`src/rtl/bsh_pkg.sv`:
```
package bsh_pkg;

    typedef enum logic [1:0] {
        SK_LSL = 2'b00,
        SK_LSR = 2'b01,
        SK_ASR = 2'b10,
        SK_ROR = 2'b11
    } shift_kind_e;

endpackage

```
`src/rtl/bsh_amount_decode.sv`:
```
module bsh_amount_decode
    import bsh_pkg::*;
#(
    parameter int DATA_W   = 32,
    parameter int REGAMT_W = 8,
    parameter int SHIMM_W  = $clog2(DATA_W),
    parameter int AMT_W    = ((REGAMT_W > SHIMM_W) ? REGAMT_W : SHIMM_W + 1) + 1
) (
    input  logic [1:0]          shift_kind,
    input  logic                amount_from_reg,
    input  logic [SHIMM_W-1:0]  shamt_imm,
    input  logic [REGAMT_W-1:0] shamt_reg,
    output logic [AMT_W-1:0]    eff_amt,
    output logic                rrx_mode
);

    shift_kind_e kind;
    assign kind = shift_kind_e'(shift_kind);

    // Turns the instruction-encoded amount into an effective count.
    always_comb begin
        eff_amt  = '0;
        rrx_mode = 1'b0;
        if (amount_from_reg) begin
            eff_amt = AMT_W'(shamt_reg);
        end else if (shamt_imm != '0) begin
            eff_amt = AMT_W'(shamt_imm);
        end else begin
            unique case (kind)
                SK_LSL: eff_amt = '0;
                SK_LSR,
                SK_ASR: eff_amt = AMT_W'(DATA_W);
                SK_ROR: rrx_mode = 1'b1;
            endcase
        end
    end

endmodule

```
`src/rtl/bsh_shift_core.sv`:
```
module bsh_shift_core
    import bsh_pkg::*;
#(
    parameter int DATA_W  = 32,
    parameter int AMT_W   = 9,
    parameter int SHIMM_W = $clog2(DATA_W)
) (
    input  logic [DATA_W-1:0] op_value,
    input  logic [1:0]        shift_kind,
    input  logic [AMT_W-1:0]  eff_amt,
    input  logic              rrx_mode,
    input  logic              carry_in,
    output logic [DATA_W-1:0] core_result,
    output logic              core_carry
);

    localparam int ASR_CAP = DATA_W + 1;

    shift_kind_e kind;
    assign kind = shift_kind_e'(shift_kind);

    logic [DATA_W:0]          lsl_wide;
    logic [DATA_W:0]          lsr_wide;
    logic signed [DATA_W:0]   asr_wide;
    logic [AMT_W-1:0]         asr_amt;
    logic [DATA_W-1:0]        ror_val;
    logic [SHIMM_W-1:0]       ror_m;

    always_comb begin
        lsl_wide = {1'b0, op_value} << eff_amt;
        lsr_wide = {op_value, 1'b0} >> eff_amt;
        asr_amt  = (eff_amt > AMT_W'(ASR_CAP)) ? AMT_W'(ASR_CAP) : eff_amt;
        asr_wide = $signed({op_value, 1'b0}) >>> asr_amt;
        ror_m    = eff_amt[SHIMM_W-1:0];
        ror_val  = DATA_W'({op_value, op_value} >> ror_m);
    end

    // Output selection: zero count passes through, otherwise per kind.
    always_comb begin
        core_result = op_value;
        core_carry  = carry_in;
        if (rrx_mode) begin
            core_result = {carry_in, op_value[DATA_W-1:1]};
            core_carry  = op_value[0];
        end else if (eff_amt != '0) begin
            unique case (kind)
                SK_LSL: begin
                    core_result = lsl_wide[DATA_W-1:0];
                    core_carry  = lsl_wide[DATA_W];
                end
                SK_LSR: begin
                    core_result = lsr_wide[DATA_W:1];
                    core_carry  = lsr_wide[0];
                end
                SK_ASR: begin
                    core_result = asr_wide[DATA_W:1];
                    core_carry  = asr_wide[0];
                end
                SK_ROR: begin
                    core_result = ror_val;
                    core_carry  = ror_val[DATA_W-1];
                end
            endcase
        end
    end

endmodule

```
`src/rtl/bsh_imm_rotate.sv`:
```
module bsh_imm_rotate #(
    parameter int DATA_W = 32,
    parameter int IMM_W  = 8,
    parameter int ROT_W  = 4
) (
    input  logic [IMM_W-1:0]  imm_value,
    input  logic [ROT_W-1:0]  imm_rot,
    input  logic              carry_in,
    output logic [DATA_W-1:0] imm_result,
    output logic              imm_carry
);

    localparam int ROTC_W = ROT_W + 1;

    logic [ROTC_W-1:0] rot_cnt;
    logic [DATA_W-1:0] imm_ext;

    always_comb begin
        rot_cnt    = {imm_rot, 1'b0};
        imm_ext    = DATA_W'(imm_value);
        imm_result = DATA_W'({imm_ext, imm_ext} >> rot_cnt);
        imm_carry  = (imm_rot != '0) ? imm_result[DATA_W-1] : carry_in;
    end

endmodule

```
`src/rtl/barrel_operand_shifter.sv`:
```
module barrel_operand_shifter
    import bsh_pkg::*;
#(
    parameter int DATA_W   = 32,
    parameter int REGAMT_W = 8,
    parameter int IMM_W    = 8,
    parameter int ROT_W    = 4
) (
    input  logic [DATA_W-1:0]          op_value,
    input  logic [1:0]                 shift_kind,
    input  logic                       amount_from_reg,
    input  logic [$clog2(DATA_W)-1:0]  shamt_imm,
    input  logic [REGAMT_W-1:0]        shamt_reg,
    input  logic                       use_imm,
    input  logic [IMM_W-1:0]           imm_value,
    input  logic [ROT_W-1:0]           imm_rot,
    input  logic                       carry_in,
    output logic [DATA_W-1:0]          result,
    output logic                       carry_out
);

    localparam int SHIMM_W = $clog2(DATA_W);
    localparam int AMT_W   = ((REGAMT_W > SHIMM_W) ? REGAMT_W : SHIMM_W + 1) + 1;

    logic [AMT_W-1:0]  eff_amt;
    logic              rrx_mode;
    logic [DATA_W-1:0] core_result, imm_result;
    logic              core_carry, imm_carry;

    bsh_amount_decode #(
        .DATA_W(DATA_W), .REGAMT_W(REGAMT_W), .SHIMM_W(SHIMM_W), .AMT_W(AMT_W)
    ) amt_dec_i (
        .shift_kind(shift_kind), .amount_from_reg(amount_from_reg),
        .shamt_imm(shamt_imm), .shamt_reg(shamt_reg),
        .eff_amt(eff_amt), .rrx_mode(rrx_mode)
    );

    bsh_shift_core #(
        .DATA_W(DATA_W), .AMT_W(AMT_W), .SHIMM_W(SHIMM_W)
    ) core_i (
        .op_value(op_value), .shift_kind(shift_kind), .eff_amt(eff_amt),
        .rrx_mode(rrx_mode), .carry_in(carry_in),
        .core_result(core_result), .core_carry(core_carry)
    );

    bsh_imm_rotate #(
        .DATA_W(DATA_W), .IMM_W(IMM_W), .ROT_W(ROT_W)
    ) imm_i (
        .imm_value(imm_value), .imm_rot(imm_rot), .carry_in(carry_in),
        .imm_result(imm_result), .imm_carry(imm_carry)
    );

    always_comb begin
        result    = use_imm ? imm_result : core_result;
        carry_out = use_imm ? imm_carry  : core_carry;
    end

    // Port-level checks on the combined outputs of the sub-blocks.
    always_comb begin
        if (!use_imm && !amount_from_reg && shamt_imm == '0 && shift_kind == 2'b00)
            assert_lsl_zero_pass_R2: assert (result == op_value && carry_out == carry_in);
        if (!use_imm && !amount_from_reg && shamt_imm == '0 && shift_kind == 2'b11)
            assert_rrx_carry_R4: assert (carry_out == op_value[0] && result[DATA_W-1] == carry_in);
        if (!use_imm && amount_from_reg && shamt_reg == '0)
            assert_reg_zero_hold_R5: assert (result == op_value && carry_out == carry_in);
        if (!use_imm && amount_from_reg && shift_kind == 2'b10 && shamt_reg >= REGAMT_W'(DATA_W))
            assert_asr_fill_R7: assert (($countones(result) == 0 || $countones(result) == DATA_W)
                                        && carry_out == result[0]);
        if (use_imm && imm_rot == '0)
            assert_imm_norot_R10: assert (result == DATA_W'(imm_value) && carry_out == carry_in);
        if (use_imm)
            assert_imm_bits_R9: assert ($countones(result) == $countones(imm_value));
    end

endmodule

```
`config.mk`:
```
export PLATFORM = sky130hd
export DESIGN_NAME = barrel_operand_shifter
export DESIGN_NICKNAME = d
export VERILOG_FILES = /design/src/rtl/bsh_pkg.sv /design/src/rtl/bsh_amount_decode.sv /design/src/rtl/bsh_shift_core.sv /design/src/rtl/bsh_imm_rotate.sv /design/src/rtl/barrel_operand_shifter.sv
export SDC_FILE = /design/constraint.sdc
export NUM_CORES = 1
export LEC_CHECK = 0
export CELL_PAD_IN_SITES_DETAIL_PLACEMENT = 2
export CELL_PAD_IN_SITES_GLOBAL_PLACEMENT = 2
export CORE_AREA = 2 2 159 199
export DETAILED_ROUTE_END_ITERATION = 10
export DIE_AREA = 0 0 161 201
export PLACE_DENSITY = 0.79
export SLEW_MARGIN = 25
export SYNTH_ARGS = -nofsm -noshare
export SYNTH_HDL_FRONTEND = slang
export SYNTH_HIERARCHICAL = 1
export SYNTH_SLANG_ARGS = --single-unit
```
`constraint.sdc`:
```
create_clock -name vclk -period 4.4
set_input_delay 0.66 -clock vclk [all_inputs]
set_output_delay 0.66 -clock vclk [all_outputs]
set_load 0.05 [all_outputs]
```
==> results_dict.tcl, run 1 <==
set metrics [dict create \
    largest_net_degree_at_the_start_of_global_routing 52 \
    error_line "[ERROR GRT-0232] Routing congestion too high. Check the congestion heatmap in the GUI." \
    placedCellCount 2122 \
    worst_endpoint_kind "output port" \
    start_util_pct 30.4 \
    gr-usage-all-layers_pct 81.0 \
    grt_worst_setup_endpoint "result[8]" \
    yosys.area.top_type_share_pct 17.2 \
    globalplace.congestion 1.05 \
    synth_warnings 6 \
    synth.cell_area_um2 9320 \
    ys_seq_area_share_pct 0 \
    postSynthAreaPerCell_um2 7.15 \
    synth_top_cell_by_area "sky130_fd_sc_hd__mux4_2" \
    die_x_um 161 \
    die_height_um 201 \
    netlist_instances 1302 \
    total_i_o_pin_count 95 \
    synth.top_cells.by_area "sky130_fd_sc_hd__mux4_2 (17%), sky130_fd_sc_hd__mux2i_1 (8.4%), sky130_fd_sc_hd__nand2_1 (6.2%)" \
    yosys.cell_types.count 84 \
    grt_overflow 231 \
    failed_stage "global routing (5_1_grt)" \
    holdBufCountCts 0 \
    detailedPlacementHpwl_um 60600 \
    syn_nets 1365 \
    io_buffers 95 \
    row_count 72 \
    run_status "stopped before the end" \
]
==> kinds of logic after synthesis <==
group	share of synthesized area [%]
simple gates	23.0
compound gates	31.6
mux	35.9
buf+inv	9.31
fa+ha+maj	0.134
other cells	0.0403
==> Yosys cell counts (8+ instances only) <==
| cell | number |
|---|---|
| sky130_fd_sc_hd__buf_1 | 16 |
| sky130_fd_sc_hd__buf_2 | 33 |
| sky130_fd_sc_hd__nor3_1 | 35 |
| sky130_fd_sc_hd__o211ai_1 | 15 |
| sky130_fd_sc_hd__buf_4 | 11 |
| sky130_fd_sc_hd__mux2i_1 | 78 |
| sky130_fd_sc_hd__mux2_4 | 31 |
| sky130_fd_sc_hd__o22ai_1 | 26 |
| sky130_fd_sc_hd__and3_1 | 12 |
| sky130_fd_sc_hd__nand3_1 | 39 |
| sky130_fd_sc_hd__o221ai_1 | 15 |
| sky130_fd_sc_hd__o21ai_0 | 76 |
| sky130_fd_sc_hd__and2_1 | 8 |
| sky130_fd_sc_hd__mux4_2 | 71 |
| sky130_fd_sc_hd__a31oi_1 | 30 |
| sky130_fd_sc_hd__nand2_1 | 155 |
| sky130_fd_sc_hd__nand2b_1 | 13 |
| sky130_fd_sc_hd__inv_1 | 10 |
| sky130_fd_sc_hd__o31ai_1 | 12 |
| sky130_fd_sc_hd__mux2_2 | 44 |
| sky130_fd_sc_hd__a21boi_0 | 15 |
| sky130_fd_sc_hd__nor2b_1 | 9 |
| sky130_fd_sc_hd__a21oi_1 | 101 |
| sky130_fd_sc_hd__a211oi_1 | 23 |
| sky130_fd_sc_hd__a22oi_1 | 10 |
| sky130_fd_sc_hd__nor2_1 | 147 |
| sky130_fd_sc_hd__a221oi_1 | 15 |
| sky130_fd_sc_hd__clkbuf_1 | 99 |
==> layer usage <==
metal | global-route usage, % | GRT overflow
met1 | 82.0 | 1
met2 | 95.8 | 110
met3 | 66.5 | 1
met4 | 81.9 | 119
met5 | 24.2 | 0
==> stage by stage <==
| stage | hold slack [ns] | setup slack [ns] | setup TNS (ns) | instance area, µm² | utilization [%] |
|---|---|---|---|---|---|
| 4_1_cts | 2.22 | 0.00291 | 0 | 15600 | 50.9 |
| 3_5_place_dp | 2.22 | -1.04 | -27.01 | 14100 | 46.0 |
| 3_3_place_gp | 2.21 | -0.833 | -21.61 | 14100 | 46.0 |
| 2_1_floorplan | 1.66 | 0.121 | 0 | 9320 | - |
==> what timing repair did <==
item	4_1_cts
setup endpoints to repair	33
buffers inserted	35
pin swaps	66
cloned	7
resized for setup	286
==> inputs of run 2 (changes only) <==
Settings changed: CELL_PAD_IN_SITES_DETAIL_PLACEMENT 2 to default, CELL_PAD_IN_SITES_GLOBAL_PLACEMENT 2 to default, CORE_AREA 2 2 159 199 to 2 2 167 169, DIE_AREA 0 0 161 201 to 0 0 169 171, PLACE_DENSITY 0.79 to default, PLACE_DENSITY_LB_ADDON from default to 0.15.
Clock period 4.4 ns to 5.7 ns, I/O delays scaled along.
==> run 2 against run 1 <==
The flow now finishes without violations. Synthesized area is the same. Synthesized cell count is the same.
==> results_dict.tcl, run 2 <==
set metrics [dict create \
    run_status "finished clean" \
    finalSetupTns_ns 0 \
    netlist_instances 1302 \
    detail_route.wirelength_um 57400 \
    die_height_um 171 \
    layout.clock_buffers 0 \
    final_core_util_pct 43.6 \
    drc 0 \
    drt_pre_antenna_iters 6 \
    antenna_violations_before_repair 1 \
    row_count 61 \
    grt_pass1_wl_um 81400 \
    syn_nets 1365 \
    grt_overflow 0 \
    synth.cell_area_um2 9320 \
    layout_commonest_cell "sky130_fd_sc_hd__buf_4" \
    start_util_pct 34.1 \
    globalplace.congestion 1.06 \
    largest_incremental_delay_on_the_critical_path_ns 0.55 \
    ant_nets_after_route 0 \
    coreArea_um2 27300 \
    multi_input_area_um2 8590 \
    synth.cells.most_frequent "sky130_fd_sc_hd__nand2_1 (155), sky130_fd_sc_hd__nor2_1 (147), sky130_fd_sc_hd__a21oi_1 (101), sky130_fd_sc_hd__clkbuf_1 (99), sky130_fd_sc_hd__mux2i_1 (78)" \
    static-leakage-power_nw 4.70 \
    max_freq_mhz 177 \
    gr-usage-all-layers_pct 38.4 \
    period_share_pct 99.2 \
    detailedPlacementHpwl_um 45700 \
    layout.area.seq_um2 0 \
    yosysMostFrequentCell "sky130_fd_sc_hd__nand2_1" \
    worst-setup-path-type "input pin to output pin" \
    drt_iter0_drc 1601 \
    slowest_stage "sky130_fd_sc_hd__clkdlybuf4s50_1" \
    count_of_final_setup_violators 0 \
    relative_contribution_of_combinational_cells_to_total_power_pct 100.0 \
    cpMostUsedCell "sky130_fd_sc_hd__buf_12" \
    yosys.cell_types.count 84 \
    flops_and_latches 0 \
    sw_frac_of_total_pct 59.2 \
    cap_violations 0 \
    required_ns 4.85 \
    mostFrequentLayoutCells "sky130_fd_sc_hd__buf_4 (195), sky130_fd_sc_hd__nand2_1 (155), sky130_fd_sc_hd__nor2_1 (146)" \
    total_i_o_pin_count 95 \
    synth_warnings 6 \
    number_of_global_route_vias_before_repair 11241 \
    avgViaCountPerCell 6.87 \
    power-per-cell-area_nw_per_um2 134 \
    slew_headroom_pct 33.3 \
    ys_seq_area_share_pct 0 \
    die_x_um 169 \
    critical_path.cell_chain "clkdlybuf4s50_1 -> buf_6 -> mux2_4 -> buf_12 -> buf_12 -> mux4_2 -> nand2_1 -> nand2_1 -> mux2i_1 -> o21ai_0 -> a211oi_1 -> buf_4 -> o21ai_0 -> mux2_2 -> buf_12" \
    worstHoldPathType "input pin to output pin" \
    power_report.internal_total_mw 0.651 \
    worstSetupEndpointType "output pin" \
    report.final.slew_viol_count 0 \
    nFillCells 2821 \
    arrival_ns 4.80 \
    critical_path_fanouts_max 15 \
    holdBufCountCts 0 \
    synth.top_cells.by_area "sky130_fd_sc_hd__mux4_2 (17%), sky130_fd_sc_hd__mux2i_1 (8.4%), sky130_fd_sc_hd__nand2_1 (6.2%)" \
    route.detailed.wl_per_inst_um 32.3 \
    seqPwrFrac_pct 0 \
    rsz_0062_raised_after_global_routing "no" \
    worstPathBufferInverterCount 6 \
    clock_power_share_pct 0 \
    power.net_switching_mw 0.946 \
    yosys.area.top_type_share_pct 17.2 \
    layout-drive-gt1-share_pct 29.7 \
    insertedDiodeCount 0 \
    synth_top_cell_by_area "sky130_fd_sc_hd__mux4_2" \
    vias 12207 \
    irDropWorstVdd_mv 0.0866 \
    io_buffers 95 \
    num-nets-final 1495 \
    cp_top_family "multiplexers" \
    syn2layout_area_growth_pct 28.0 \
    max_slew.worst_pin.slew_ns 0.998 \
    hold_viol_final 0 \
    largest_net_degree_at_the_start_of_global_routing 74 \
    hold_ws_ns 2.58 \
    die_area_um2 28900 \
    worstSetupStartpointType "input pin" \
    post-route-min-period_ns 5.65 \
    postSynthAreaPerCell_um2 7.15 \
]
run 2: path summary, 6_finish.rpt:
kind,start,endpoint,slack [ns],depth (start not counted)
worst max-delay path,amount_from_reg,carry_out,0.05,15
worst min-delay path,use_imm,result[7],2.58,3
run 2: timing repair:
action / 4_1_cts / 5_1_grt
gates resized for setup: 5 / 17
setup buffers: 0 / 6
gates cloned: 0 / 1
setup endpoints to repair: 4 / 18
pin swaps: 0 / 3
run 2: cells by family (layout without fill, tap and decap cells):
| group | after synthesis | in the layout | synth area share [%] |
|---|---|---|---|
| adders and majority gates | 1 | 1 | 0.134 |
| and+or+nand+nor | 461 | 461 | 23.0 |
| buffers and inverters | 182 | 309 | 9.31 |
| AOI/OAI and AO/OA | 433 | 433 | 31.6 |
| other | 1 | 1 | 0.0403 |
| muxes | 224 | 225 | 35.9 |
run 2: worst min-delay path: cells and delay by family:
family | cells | cell delay, ns
muxes | 1 | 0.33
buffers and inverters | 2 | 0.54
run 2: layout make-up:
type,instances,area share [%]
inverter,13,0.409
multi-input combinational,1121,72.0
tap,346,3.63
timing repair buffer,296,23.9
run 2: per-stage QoR:
stage | instances | setup WS, ns | total power, mW | cell area, µm²
6_report | 1776 | 0.0455 | 1.60 | 11900
5_1_grt | 1776 | 0.00753 | 1.65 | 11900
4_1_cts | 1769 | 0 | 1.53 | 11800
3_5_place_dp | 1769 | -0.263 | 1.52 | 11800
3_3_place_gp | 1769 | -0.209 | 1.53 | 11800
2_1_floorplan | 1302 | 1.03 | 0.865 | 9320
run 2: per-layer routing:
| layer | GRT usage, % | up-vias | share of wire [%] |
|---|---|---|---|
| li1 | - | 5264 | - |
| met3 | 7.10 | 107 | 11 |
| met5 | 0 | - | 0 |
| met2 | 59.1 | 874 | 43 |
| met4 | 10.8 | 0 | 3.8 |
| met1 | 54.7 | 5962 | 42 |
run 2: power groups by stage:
| stage | combinational (mW) | clock (mW) | sequential [mW] |
|---|---|---|---|
| 3_5_place_dp | 1.52 | 0 | 0 |
| 4_1_cts | 1.53 | 0 | 0 |
| 6_report | 1.60 | 0 | 0 |
| 2_1_floorplan | 0.865 | 0 | 0 |
| 5_1_grt | 1.65 | 0 | 0 |
| 3_3_place_gp | 1.53 | 0 | 0 |
(Power assumes the default switching activity.)
